==> src/rtl/secc_pkg.sv <==
package secc_pkg;
  localparam int CODE_W = 24;
  localparam int HALF_W = CODE_W / 2;
  localparam int BIT_W  = 3;
  localparam int BYTE_W = HALF_W - BIT_W;
  localparam int DATA_W = 1 << BIT_W;

  typedef enum logic [1:0] {
    ST_CLEAN = 2'b00,
    ST_DATA  = 2'b01,
    ST_CODE  = 2'b10,
    ST_FAIL  = 2'b11
  } secc_status_e;

  // half A: byte 0 with the low nibble of byte 1 on top
  function automatic logic [HALF_W-1:0] half_a(input logic [CODE_W-1:0] c);
    return c[HALF_W-1:0];
  endfunction

  // half B: high nibble of byte 1 with byte 2 on top
  function automatic logic [HALF_W-1:0] half_b(input logic [CODE_W-1:0] c);
    return c[CODE_W-1:HALF_W];
  endfunction

  function automatic secc_status_e classify(input logic [HALF_W-1:0] odd,
                                            input logic [HALF_W-1:0] even);
    if (odd == '0 && even == '0)          return ST_CLEAN;
    else if (odd == ~even)                return ST_DATA;
    else if ($countones(odd | even) == 1) return ST_CODE;
    else                                  return ST_FAIL;
  endfunction
endpackage

==> src/rtl/secc_syndrome.sv <==
module secc_syndrome
  import secc_pkg::*;
(
  input  logic [CODE_W-1:0] stored_code,
  input  logic [CODE_W-1:0] calc_code,
  output secc_status_e      cls,
  output logic [BYTE_W-1:0] fix_byte,
  output logic [BIT_W-1:0]  fix_bit
);
  logic [CODE_W-1:0] true_code;
  logic [HALF_W-1:0] syn_odd;
  logic [HALF_W-1:0] syn_even;

  always_comb begin
    true_code = ~stored_code;
    syn_odd   = half_a(true_code) ^ half_a(calc_code);
    syn_even  = half_b(true_code) ^ half_b(calc_code);
    cls       = classify(syn_odd, syn_even);
    fix_byte  = syn_odd[HALF_W-1:BIT_W];
    fix_bit   = syn_odd[BIT_W-1:0];
  end
endmodule

==> src/rtl/secc_fix_seq.sv <==
module secc_fix_seq #(
  parameter int ADDR_W = 9,
  parameter int BIT_W  = 3,
  localparam int DATA_W = 1 << BIT_W
) (
  input  logic              clk,
  input  logic              rst_n,
  input  logic              launch,
  input  logic [ADDR_W-1:0] addr_in,
  input  logic [BIT_W-1:0]  bit_in,
  output logic              busy,
  output logic              finish,
  output logic [ADDR_W-1:0] buf_addr,
  output logic              buf_rd,
  output logic              buf_wr,
  output logic [DATA_W-1:0] buf_wdata,
  input  logic [DATA_W-1:0] buf_rdata
);
  typedef enum logic [1:0] {SQ_IDLE, SQ_RD, SQ_WR} sq_e;
  sq_e               state;
  logic [ADDR_W-1:0] addr_q;
  logic [DATA_W-1:0] mask_q;

  always_ff @(posedge clk or negedge rst_n) begin
    if (!rst_n) begin
      state  <= SQ_IDLE;
      addr_q <= '0;
      mask_q <= '0;
    end else begin
      case (state)
        SQ_IDLE: if (launch) begin
          state  <= SQ_RD;
          addr_q <= addr_in;
          mask_q <= DATA_W'(1) << bit_in;
        end
        SQ_RD:   state <= SQ_WR;
        SQ_WR:   state <= SQ_IDLE;
        default: state <= SQ_IDLE;
      endcase
    end
  end

  always_comb begin
    busy      = (state != SQ_IDLE);
    buf_rd    = (state == SQ_RD);
    buf_wr    = (state == SQ_WR);
    finish    = buf_wr;
    buf_addr  = addr_q;
    buf_wdata = buf_wr ? (buf_rdata ^ mask_q) : '0;
  end

  p_rd_then_wr_r7: assert property (@(posedge clk) disable iff (!rst_n)
    buf_rd |=> buf_wr);
  p_wr_after_rd_r7: assert property (@(posedge clk) disable iff (!rst_n)
    buf_wr |-> $past(buf_rd));
  p_wr_addr_held_r7: assert property (@(posedge clk) disable iff (!rst_n)
    buf_wr |-> $stable(buf_addr));
  p_single_flip_r7: assert property (@(posedge clk) disable iff (!rst_n)
    buf_wr |-> $countones(buf_wdata ^ buf_rdata) == 1);
endmodule

==> src/rtl/secc_sat_counter.sv <==
module secc_sat_counter #(
  parameter int W = 8
) (
  input  logic         clk,
  input  logic         rst_n,
  input  logic         clr,
  input  logic         inc,
  output logic [W-1:0] count
);
  localparam logic [W-1:0] TOP = '1;

  always_ff @(posedge clk or negedge rst_n) begin
    if (!rst_n)                  count <= '0;
    else if (clr)                count <= '0;
    else if (inc && count != TOP) count <= count + W'(1);
  end

  p_clr_zero_r11: assert property (@(posedge clk) disable iff (!rst_n)
    clr |=> count == '0);
  p_sat_hold_r10: assert property (@(posedge clk) disable iff (!rst_n)
    (count == TOP && !clr) |=> count == TOP);
  p_step_r10: assert property (@(posedge clk) disable iff (!rst_n)
    !clr |=> (count == $past(count) || count == $past(count) + W'(1)));
endmodule

==> src/rtl/secc_corrector.sv <==
module secc_corrector
  import secc_pkg::*;
#(
  parameter int CNT_W = 8
) (
  input  logic              clk,
  input  logic              rst_n,
  input  logic              start,
  input  logic              fix_en,
  input  logic [CODE_W-1:0] stored_code,
  input  logic [CODE_W-1:0] calc_code,
  input  logic              cnt_clr,
  output logic              done,
  output logic              busy,
  output logic [1:0]        status,
  output logic [BYTE_W-1:0] err_byte,
  output logic [BIT_W-1:0]  err_bit,
  output logic [BYTE_W-1:0] buf_addr,
  output logic              buf_rd,
  output logic              buf_wr,
  output logic [DATA_W-1:0] buf_wdata,
  input  logic [DATA_W-1:0] buf_rdata,
  output logic [CNT_W-1:0]  cnt_fixed,
  output logic [CNT_W-1:0]  cnt_failed
);
  localparam int N_CNT = 2;

  secc_status_e      cls;
  logic [BYTE_W-1:0] fix_byte;
  logic [BIT_W-1:0]  fix_bit;
  secc_status_e      status_q;
  logic              accept, launch, direct_done, seq_finish, evt;
  secc_status_e      evt_cls;
  logic [N_CNT-1:0]  cnt_inc;
  logic [CNT_W-1:0]  cnt_arr [N_CNT];

  secc_syndrome u_syn (
    .stored_code (stored_code),
    .calc_code   (calc_code),
    .cls         (cls),
    .fix_byte    (fix_byte),
    .fix_bit     (fix_bit)
  );

  always_comb begin
    accept      = start && !busy;
    launch      = accept && (cls == ST_DATA) && fix_en;
    direct_done = accept && !launch;
    evt         = direct_done || seq_finish;
    evt_cls     = direct_done ? cls : status_q;
    cnt_inc[0]  = evt && (evt_cls == ST_DATA || evt_cls == ST_CODE);
    cnt_inc[1]  = evt && (evt_cls == ST_FAIL);
  end

  always_ff @(posedge clk or negedge rst_n) begin
    if (!rst_n) begin
      status_q <= ST_CLEAN;
      err_byte <= '0;
      err_bit  <= '0;
      done     <= 1'b0;
    end else begin
      done <= evt;
      if (accept) begin
        status_q <= cls;
        err_byte <= (cls == ST_DATA) ? fix_byte : '0;
        err_bit  <= (cls == ST_DATA) ? fix_bit  : '0;
      end
    end
  end

  assign status = status_q;

  secc_fix_seq #(.ADDR_W(BYTE_W), .BIT_W(BIT_W)) u_seq (
    .clk       (clk),
    .rst_n     (rst_n),
    .launch    (launch),
    .addr_in   (fix_byte),
    .bit_in    (fix_bit),
    .busy      (busy),
    .finish    (seq_finish),
    .buf_addr  (buf_addr),
    .buf_rd    (buf_rd),
    .buf_wr    (buf_wr),
    .buf_wdata (buf_wdata),
    .buf_rdata (buf_rdata)
  );

  for (genvar g = 0; g < N_CNT; g++) begin : g_cnt
    secc_sat_counter #(.W(CNT_W)) u_cnt (
      .clk   (clk),
      .rst_n (rst_n),
      .clr   (cnt_clr),
      .inc   (cnt_inc[g]),
      .count (cnt_arr[g])
    );
  end

  assign cnt_fixed  = cnt_arr[0];
  assign cnt_failed = cnt_arr[1];

  p_buf_only_data_r4: assert property (@(posedge clk) disable iff (!rst_n)
    (buf_rd || buf_wr) |-> status == ST_DATA);
  p_pos_zero_r6: assert property (@(posedge clk) disable iff (!rst_n)
    (status != ST_DATA) |-> (err_byte == '0 && err_bit == '0));
  p_busy_ignores_start_r9: assert property (@(posedge clk) disable iff (!rst_n)
    (busy && start) |=> $stable(status));
  p_no_done_while_rd_r8: assert property (@(posedge clk) disable iff (!rst_n)
    buf_rd |-> !done);
endmodule

==> config.mk <==
export PLATFORM = sky130hd
export DESIGN_NAME = secc_corrector
export DESIGN_NICKNAME = d
export VERILOG_FILES = /design/src/rtl/secc_pkg.sv /design/src/rtl/secc_syndrome.sv /design/src/rtl/secc_fix_seq.sv /design/src/rtl/secc_sat_counter.sv /design/src/rtl/secc_corrector.sv
export SDC_FILE = /design/constraint.sdc
export NUM_CORES = 1
export LEC_CHECK = 0
export ABC_CLOCK_PERIOD_IN_PS = 2800
export BUFFER_PORTS_ARGS = -buffer_cell sky130_fd_sc_hd__buf_2
export CORE_MARGIN = 1
export CORE_UTILIZATION = 45
export CTS_BUF_LIST = sky130_fd_sc_hd__clkbuf_8
export CTS_CLUSTER_SIZE = 30
export DETAILED_ROUTE_END_ITERATION = 10
export PLACE_DENSITY_LB_ADDON = 0.12
export SETUP_SLACK_MARGIN = 0.4
export SLEW_MARGIN = 25
export SYNTH_ARGS = -nofsm -noshare
export SYNTH_HDL_FRONTEND = slang
export SYNTH_SLANG_ARGS = --single-unit
==> constraint.sdc <==
create_clock -name clk -period 2.8 [get_ports clk]
set_clock_uncertainty 0.1 [all_clocks]
set_input_delay 0.84 -clock clk [delete_from_list [all_inputs] [get_ports clk]]
set_output_delay 0.84 -clock clk [all_outputs]
set_load 0.02 [all_outputs]
**After elaboration in Yosys (flattened, before gate mapping)**

Index checks and enable logic that the tools add are counted.

- $add $sub $neg: 13
- Equality and inequality tests: 11
- Shift-type cells: 1
- Muxes and demuxes: 13
- Bitwise logic cells: 6
- Reductions and logical operators: 20

Operator list:

| kind | count |
|---|---|
| $add 32x32->32 | 5 |
| $mux 8 | 5 |
| $eq 32x2->1 const B | 1 |
| $logic_not 12->1 | 2 |
| $not 24->24 | 1 |
| $xor 12x12->12 | 2 |
| $add 8x1->8 const B | 2 |
| $ne 8x8->1 const B | 2 |
| $add 1x1->2 | 6 |
| $eq 12x12->1 | 1 |
| $not 12->12 | 1 |
| $or 12x12->12 | 1 |
| $logic_and 1x1->1 | 9 |
| $mux 9 | 1 |
| $mux 2 | 4 |
| $shl 1x3->8 const A | 1 |
| $xor 8x8->8 | 1 |
| $eq 2x1->1 const B | 3 |
| $eq 2x2->1 const B | 3 |
| $reduce_bool 2->1 | 3 |
| $pmux 2 s2 | 1 |
| $mux 3 | 1 |
| $logic_not 1->1 | 2 |
| $logic_not 2->1 | 1 |
| 4 further kinds | 5 |

- Register bits after elaboration: 50
- Input bits: 61
- Word-level logic and storage cells: 73

**Longest topological paths before layout**

- Depth after elaboration: 23
- Mapped depth: 22

**By module**

Synthesis repeated with hierarchy kept, for this count alone.

- Cell total of the unflattened synthesis: 321
- Area, all modules: 3377.0 µm²

Modules (own cells, without submodules):

| module | times used | cells an instance | area each (µm²) |
|---|---|---|---|
| secc_fix_seq | 1 | 70 | 945.9 |
| secc_sat_counter | 2 | 49 | 464.2 |
| secc_syndrome | 1 | 102 | 852.1 |
| secc_corrector | 1 | 51 | 650.6 |

**Worst setup path before layout**

Ideal clock, no wire load.

- Path type: in2reg
- Start: input port calc_code[10]
- End: register g_cnt[0].u_cnt.count[4]
- Arrival: 5.569 ns
- Required time: 2.575 ns
- Path slack: -2.994 ns
- Stages on the path: 21
- Buffers on the path: 1
- Cell sequence: xor2_1 -> ha_1 -> inv_1 -> ha_1 -> inv_1 -> fa_1 -> fa_1 -> inv_1 -> fa_1 -> ha_1 -> fa_1 -> nor4b_1 -> nand2_1 -> o21ai_0 -> a21oi_1 -> ha_1 -> inv_1 -> a311o_1 -> clkbuf_1 -> nor3_1 -> mux2_2

- Longest elaborated chain between the ends: 20
- Elaborated cells between the ends (all ways): 25
- Classes of those cells: add/sub (3); eq/ne (5); mux (4); bitwise (2); reduce/logical (11)

Ends and longest elaborated chain:

| item | line | source |
|---|---|---|
| from (decl) | secc_corrector.sv:11 | `input logic [CODE_W-1:0] calc_code,` |
| $xor 12x12->12 * | secc_syndrome.sv:16 | `syn_odd = half_a(true_code) ^ half_a(calc_code);` |
| $or 12x12->12 | secc_pkg.sv:29 | `else if ($countones(odd \| even) == 1) return ST_CODE;` |
| $add 1x1->2 (not written as such) | secc_pkg.sv:29 |  |
| $add 32x32->32 (not written as such) (2 in series) | secc_pkg.sv:29 |  |
| $eq 32x2->1 | secc_pkg.sv:29 |  |
| $mux 1 | secc_pkg.sv:29 |  |
| $mux 2 | secc_pkg.sv:28 | `else if (odd == ~even) return ST_DATA;` |
| $mux 2 * | secc_pkg.sv:27 | `if (odd == '0 && even == '0) return ST_CLEAN;` |
| [... 3 more ...] | n/a |  |
| $logic_not 1->1 | secc_corrector.sv:48 | `direct_done = accept && !launch;` |
| $logic_and 1x1->1 | secc_corrector.sv:48 |  |
| $mux 2 | secc_corrector.sv:50 | `evt_cls = direct_done ? cls : status_q;` |
| $eq 2x1->1 or $eq 2x2->1 (tied branches) | secc_corrector.sv:51 | `cnt_inc[0] = evt && (evt_cls == ST_DATA \|\| evt_cls == ST_CODE);` |
| $logic_or 1x1->1 | secc_corrector.sv:51 |  |
| $logic_and 1x1->1 * | secc_corrector.sv:51 |  |
| $logic_and 1x1->1 * | secc_sat_counter.sv:15 | `else if (inc && count != TOP) count <= count + W'(1);` |
| $reduce_bool 2->1 (no line) * | n/a |  |
| to (signal assigned) | secc_sat_counter.sv:15 |  |
| to (decl) | secc_sat_counter.sv:8 | `output logic [W-1:0] count` |

Every way passes the cells marked *; elsewhere a longest branch is shown, timed or not.
A chain may end at the register's enable or synchronous reset.

**Final worst setup path**

- Start: input port calc_code[6]
- End: register g_cnt[0].u_cnt.count[4]

- Longest elaborated chain between the ends: 21
- Elaborated cells between the ends (all ways): 26
- Classes of those cells: add/sub (4); eq/ne (5); mux (4); bitwise (2); reduce/logical (11)

Ends and longest elaborated chain:

| item | line |
|---|---|
| $xor 12x12->12 * | secc_syndrome.sv:16 |
| $or 12x12->12 | secc_pkg.sv:29 |
| $add 1x1->2 (not written as such) | secc_pkg.sv:29 |
| $add 32x32->32 (not written as such) (3 in series) | secc_pkg.sv:29 |
| $eq 32x2->1 | secc_pkg.sv:29 |
| $mux 1 | secc_pkg.sv:29 |
| $mux 2 | secc_pkg.sv:28 |
| $mux 2 * | secc_pkg.sv:27 |
| [... 3 more ...] | n/a |
| $logic_not 1->1 | secc_corrector.sv:48 |
| $logic_and 1x1->1 | secc_corrector.sv:48 |
| $mux 2 | secc_corrector.sv:50 |
| $eq 2x1->1 or $eq 2x2->1 (tied branches) | secc_corrector.sv:51 |
| $logic_or 1x1->1 | secc_corrector.sv:51 |
| $logic_and 1x1->1 * | secc_corrector.sv:51 |
| $logic_and 1x1->1 * | secc_sat_counter.sv:15 |
| $reduce_bool 2->1 (no line) * | n/a |

Marks and branches as above.

==> flow_summary.yaml <==
run_status:
  status: "finished with violations"
  violations: "setup timing"
synth:
  synth_flop_cell: "dfrtp_1"
  synthArstFlopShare: 1.00
  syn_avg_cell_area_um2: 9.57
  ys_warn_count: 0
  synth_edf_count: 0
  synth_nets: 436
  synth_area_um2: 3280
  syn_inst: 343
  yosysTopAreaCell: "dfrtp_1"
  ys_ff_latch: 50
  synth.top_cell.area_share: 0.381
  yosys.cell_types.count: 37
  seq_area_frac_synth: 0.381
  synthTopCellsByArea: "dfrtp_1 38%, ha_1 9.5%, xor2_1 5.3%, inv_1 5.1%, fa_1 4.3%"
cts:
  cts_max_path_buffers: 2
  htreeDepth: 2
  clk_pin_slew_ps: 90
  clk_latency_ps: 310
  numCtsBuffers: 5
  cts_hold_buffers: 0
  cts_sinks: 50
  cts_tree: "yes"
  clockRootBuffer: "clkbuf_8"
drt:
  viasPerCell: 5.18
  first_pass_iters: 5
  drt-total-wl_mm: 9.28
  routedWlPerCell_um: 15.0
  drtIter0Drc: 131
  drc: 0
  ant_nets: 0
  vias: 3194
global_routing:
  grt_pass1_wl_mm: 14.5
  grt_max_degree: 31
  antenna_found_initial: 0
  grt.overflow.total: 0
  grt_usage: 0.249
  grt_pass1_vias: 3152
worst_setup_path:
  crit_slowest_cell: "fa_1"
  r2r_cells: 10
  r2r_slack_ps: 310
  crit_chain: "buf_6, xor2_2, ha_2, inv_2, ha_4, inv_2, fa_1, fa_1, inv_1, fa_1, ha_4, fa_2, nor4b_2, nand2_1, o21ai_2, a21oi_2, ha_1, inv_1, a311o_2, buf_6, nor3_4, mux2_4"
  end_kind: "flip-flop"
  worst-path-max-fanout: 7
  startpoint_type: "input pin"
  cpMostUsedCell: "fa_1"
  critPathMaxStageDelay_ps: 540
  r2r-end: "g_cnt[0].u_cnt.count[4]"
  worst-setup-path-type: "in -> reg"
  critical_path_required_ps: 2900
  reg2reg_from: "u_seq.state[1]"
  worst-endpoint-arrival_ps: 5590
  worstSetupStartpoint: "calc_code[6]"
place:
  gp_congestion: 0.822
  dp_hpwl_mm: 6.16
  port_buffers: 111
  dpl_worst_slack_ps: -3280
power_and_ir_drop:
  p_seq_frac: 0.321
  leakagePower_uw: 0.00260
  power.internal_uw: 1530
  switchingPower_uw: 878
  power_frac_clock: 0.177
  p_comb_frac: 0.502
  peakVddDrop_v: 0.000272
  sw_frac_of_total: 0.364
  p_per_area_nw_per_um2: 454
floorplanning:
  die_h_um: 87.4
  core_um2: 6910
  start_util: 0.475
  die_area_um2: 7640
  io-pin-count: 112
  die_x_um: 87.4
  num_rows: 30
layout:
  final_cell_mix: "93 x buf_2, 50 x dfrtp_1, 45 x buf_4"
  syn_to_final_growth_pct: 61.7
  final_common_cell: "buf_2"
  drive_gt1_frac: 0.534
  antenna_cells: 0
  fin_nets: 614
min_path:
  holdPathStages: 2
  whs_endpoint: "err_byte[0]"
  hp-class: "reg -> reg"
  min_from: "err_byte[0]"
timing:
  worst_pin_slew_ps: 714
  finalMaxSlewViolations: 0
  hold_viol_final: 0
  setup_viol: 48
  setup_ws_ps: -2690
  slew_headroom: 0.524
  period_share: 1.96
  rsz0062_at_grt: "yes"
  timing.hold.ws_ps: 401
  timing.fmax_mhz: 182
  period_needed_ps: 5490
flow_run:
  cap_violations: 0
state kept, by name, indices dropped and copies added (netlist names):
signal             flops
u_seq.buf_addr         9
status                 2
err_bit                3
err_byte               9
g_cnt.u_cnt.count     16
u_seq.state            2
u_seq.mask_q           8
done                   1
cell families after synthesis:
group | after synthesis | synth area share
DFF | 50 | 0.381
muxes | 25 | 0.0812
and+or+nand+nor | 109 | 0.171
adders and majority gates | 32 | 0.138
buffers and inverters | 55 | 0.0690
AOI/OAI and AO/OA | 40 | 0.0716
xor gates and xnor gates | 32 | 0.0877
metal layers:
layer  part of all wire  global-route usage
met1               0.42               0.306
met2               0.50               0.432
met3              0.061              0.0483
met4              0.024              0.0939
met5                  0                   0
cells in the mapped netlist, drive strengths merged, types with 3 or more instances:
master / instances
mux2: 13
nor4: 3
buf: 4
xnor2: 11
dfrtp: 50
nor3: 6
nand3: 11
a21oi: 12
o21ai: 15
nand2b: 7
inv: 45
nand2: 24
o31ai: 7
mux2i: 12
ha: 25
fa: 7
xor2: 21
nor2: 25
nand4: 7
and3: 5
clkbuf: 6
or4: 7
nor2b: 8
power by group through the flow:
stage / sequential, uW / clock, uW / combinational, uW
2_1_floorplan: 811 / 0 / 561
3_3_place_gp: 785 / 0 / 850
3_5_place_dp: 786 / 0 / 899
4_1_cts: 773 / 433 / 1090
5_1_grt: 778 / 452 / 1350
6_report: 774 / 426 / 1210
worst max-delay path by stage:
| stage | end |
|---|---|
| after floorplan | g_cnt[0].u_cnt.count[7] |
| after global placement | g_cnt[0].u_cnt.count[5] |
| after detailed placement | g_cnt[0].u_cnt.count[3] |
| after CTS | g_cnt[0].u_cnt.count[4] |
| after global routing | g_cnt[0].u_cnt.count[4] |
| final | g_cnt[0].u_cnt.count[4] |
timing repair:
item,4_1_cts,5_1_grt
endpoints found under the hold margin,0,0
cloned,2,1
buffers inserted,19,9
gates resized for setup,105,32
pin swaps,26,5
setup endpoints to repair,36,58
final cells by class:
| cell class | instances | area (um2) |
|---|---|---|
| tap | 96 | 120 |
| inverter | 45 | 169 |
| clock inverter | 2 | 13.8 |
| fill | 459 | 1600 |
| multi-input combinational | 238 | 2340 |
| sequential | 50 | 1250 |
| clock buffer | 5 | 68.8 |
| timing repair buffer | 181 | 1350 |
per-stage QoR:
stage	cell area [um2]	setup TNS, ps	power [uW]	instances	utilization
after floorplan	3500	-42620	1370	343	-
after global placement	4430	-52290	1640	579	0.641
after detailed placement	4430	-54090	1690	579	0.641
after CTS	5100	-46930	2290	607	0.738
after global routing	5310	-56770	2580	617	0.768
final	5310	-51680	2410	617	0.768
worst max-delay path, delay by kind of cell:
family | cells | cell delay, ps
AO/OA/AOI/OAI | 3 | 600
multiplexers | 1 | 310
AND/OR/NAND/NOR | 3 | 410
adder cells (fa/ha/maj) | 8 | 2820
XOR/XNOR | 1 | 200
buffers and inverters | 6 | 410
No activity file was read; power rests on OpenSTA's default activity.
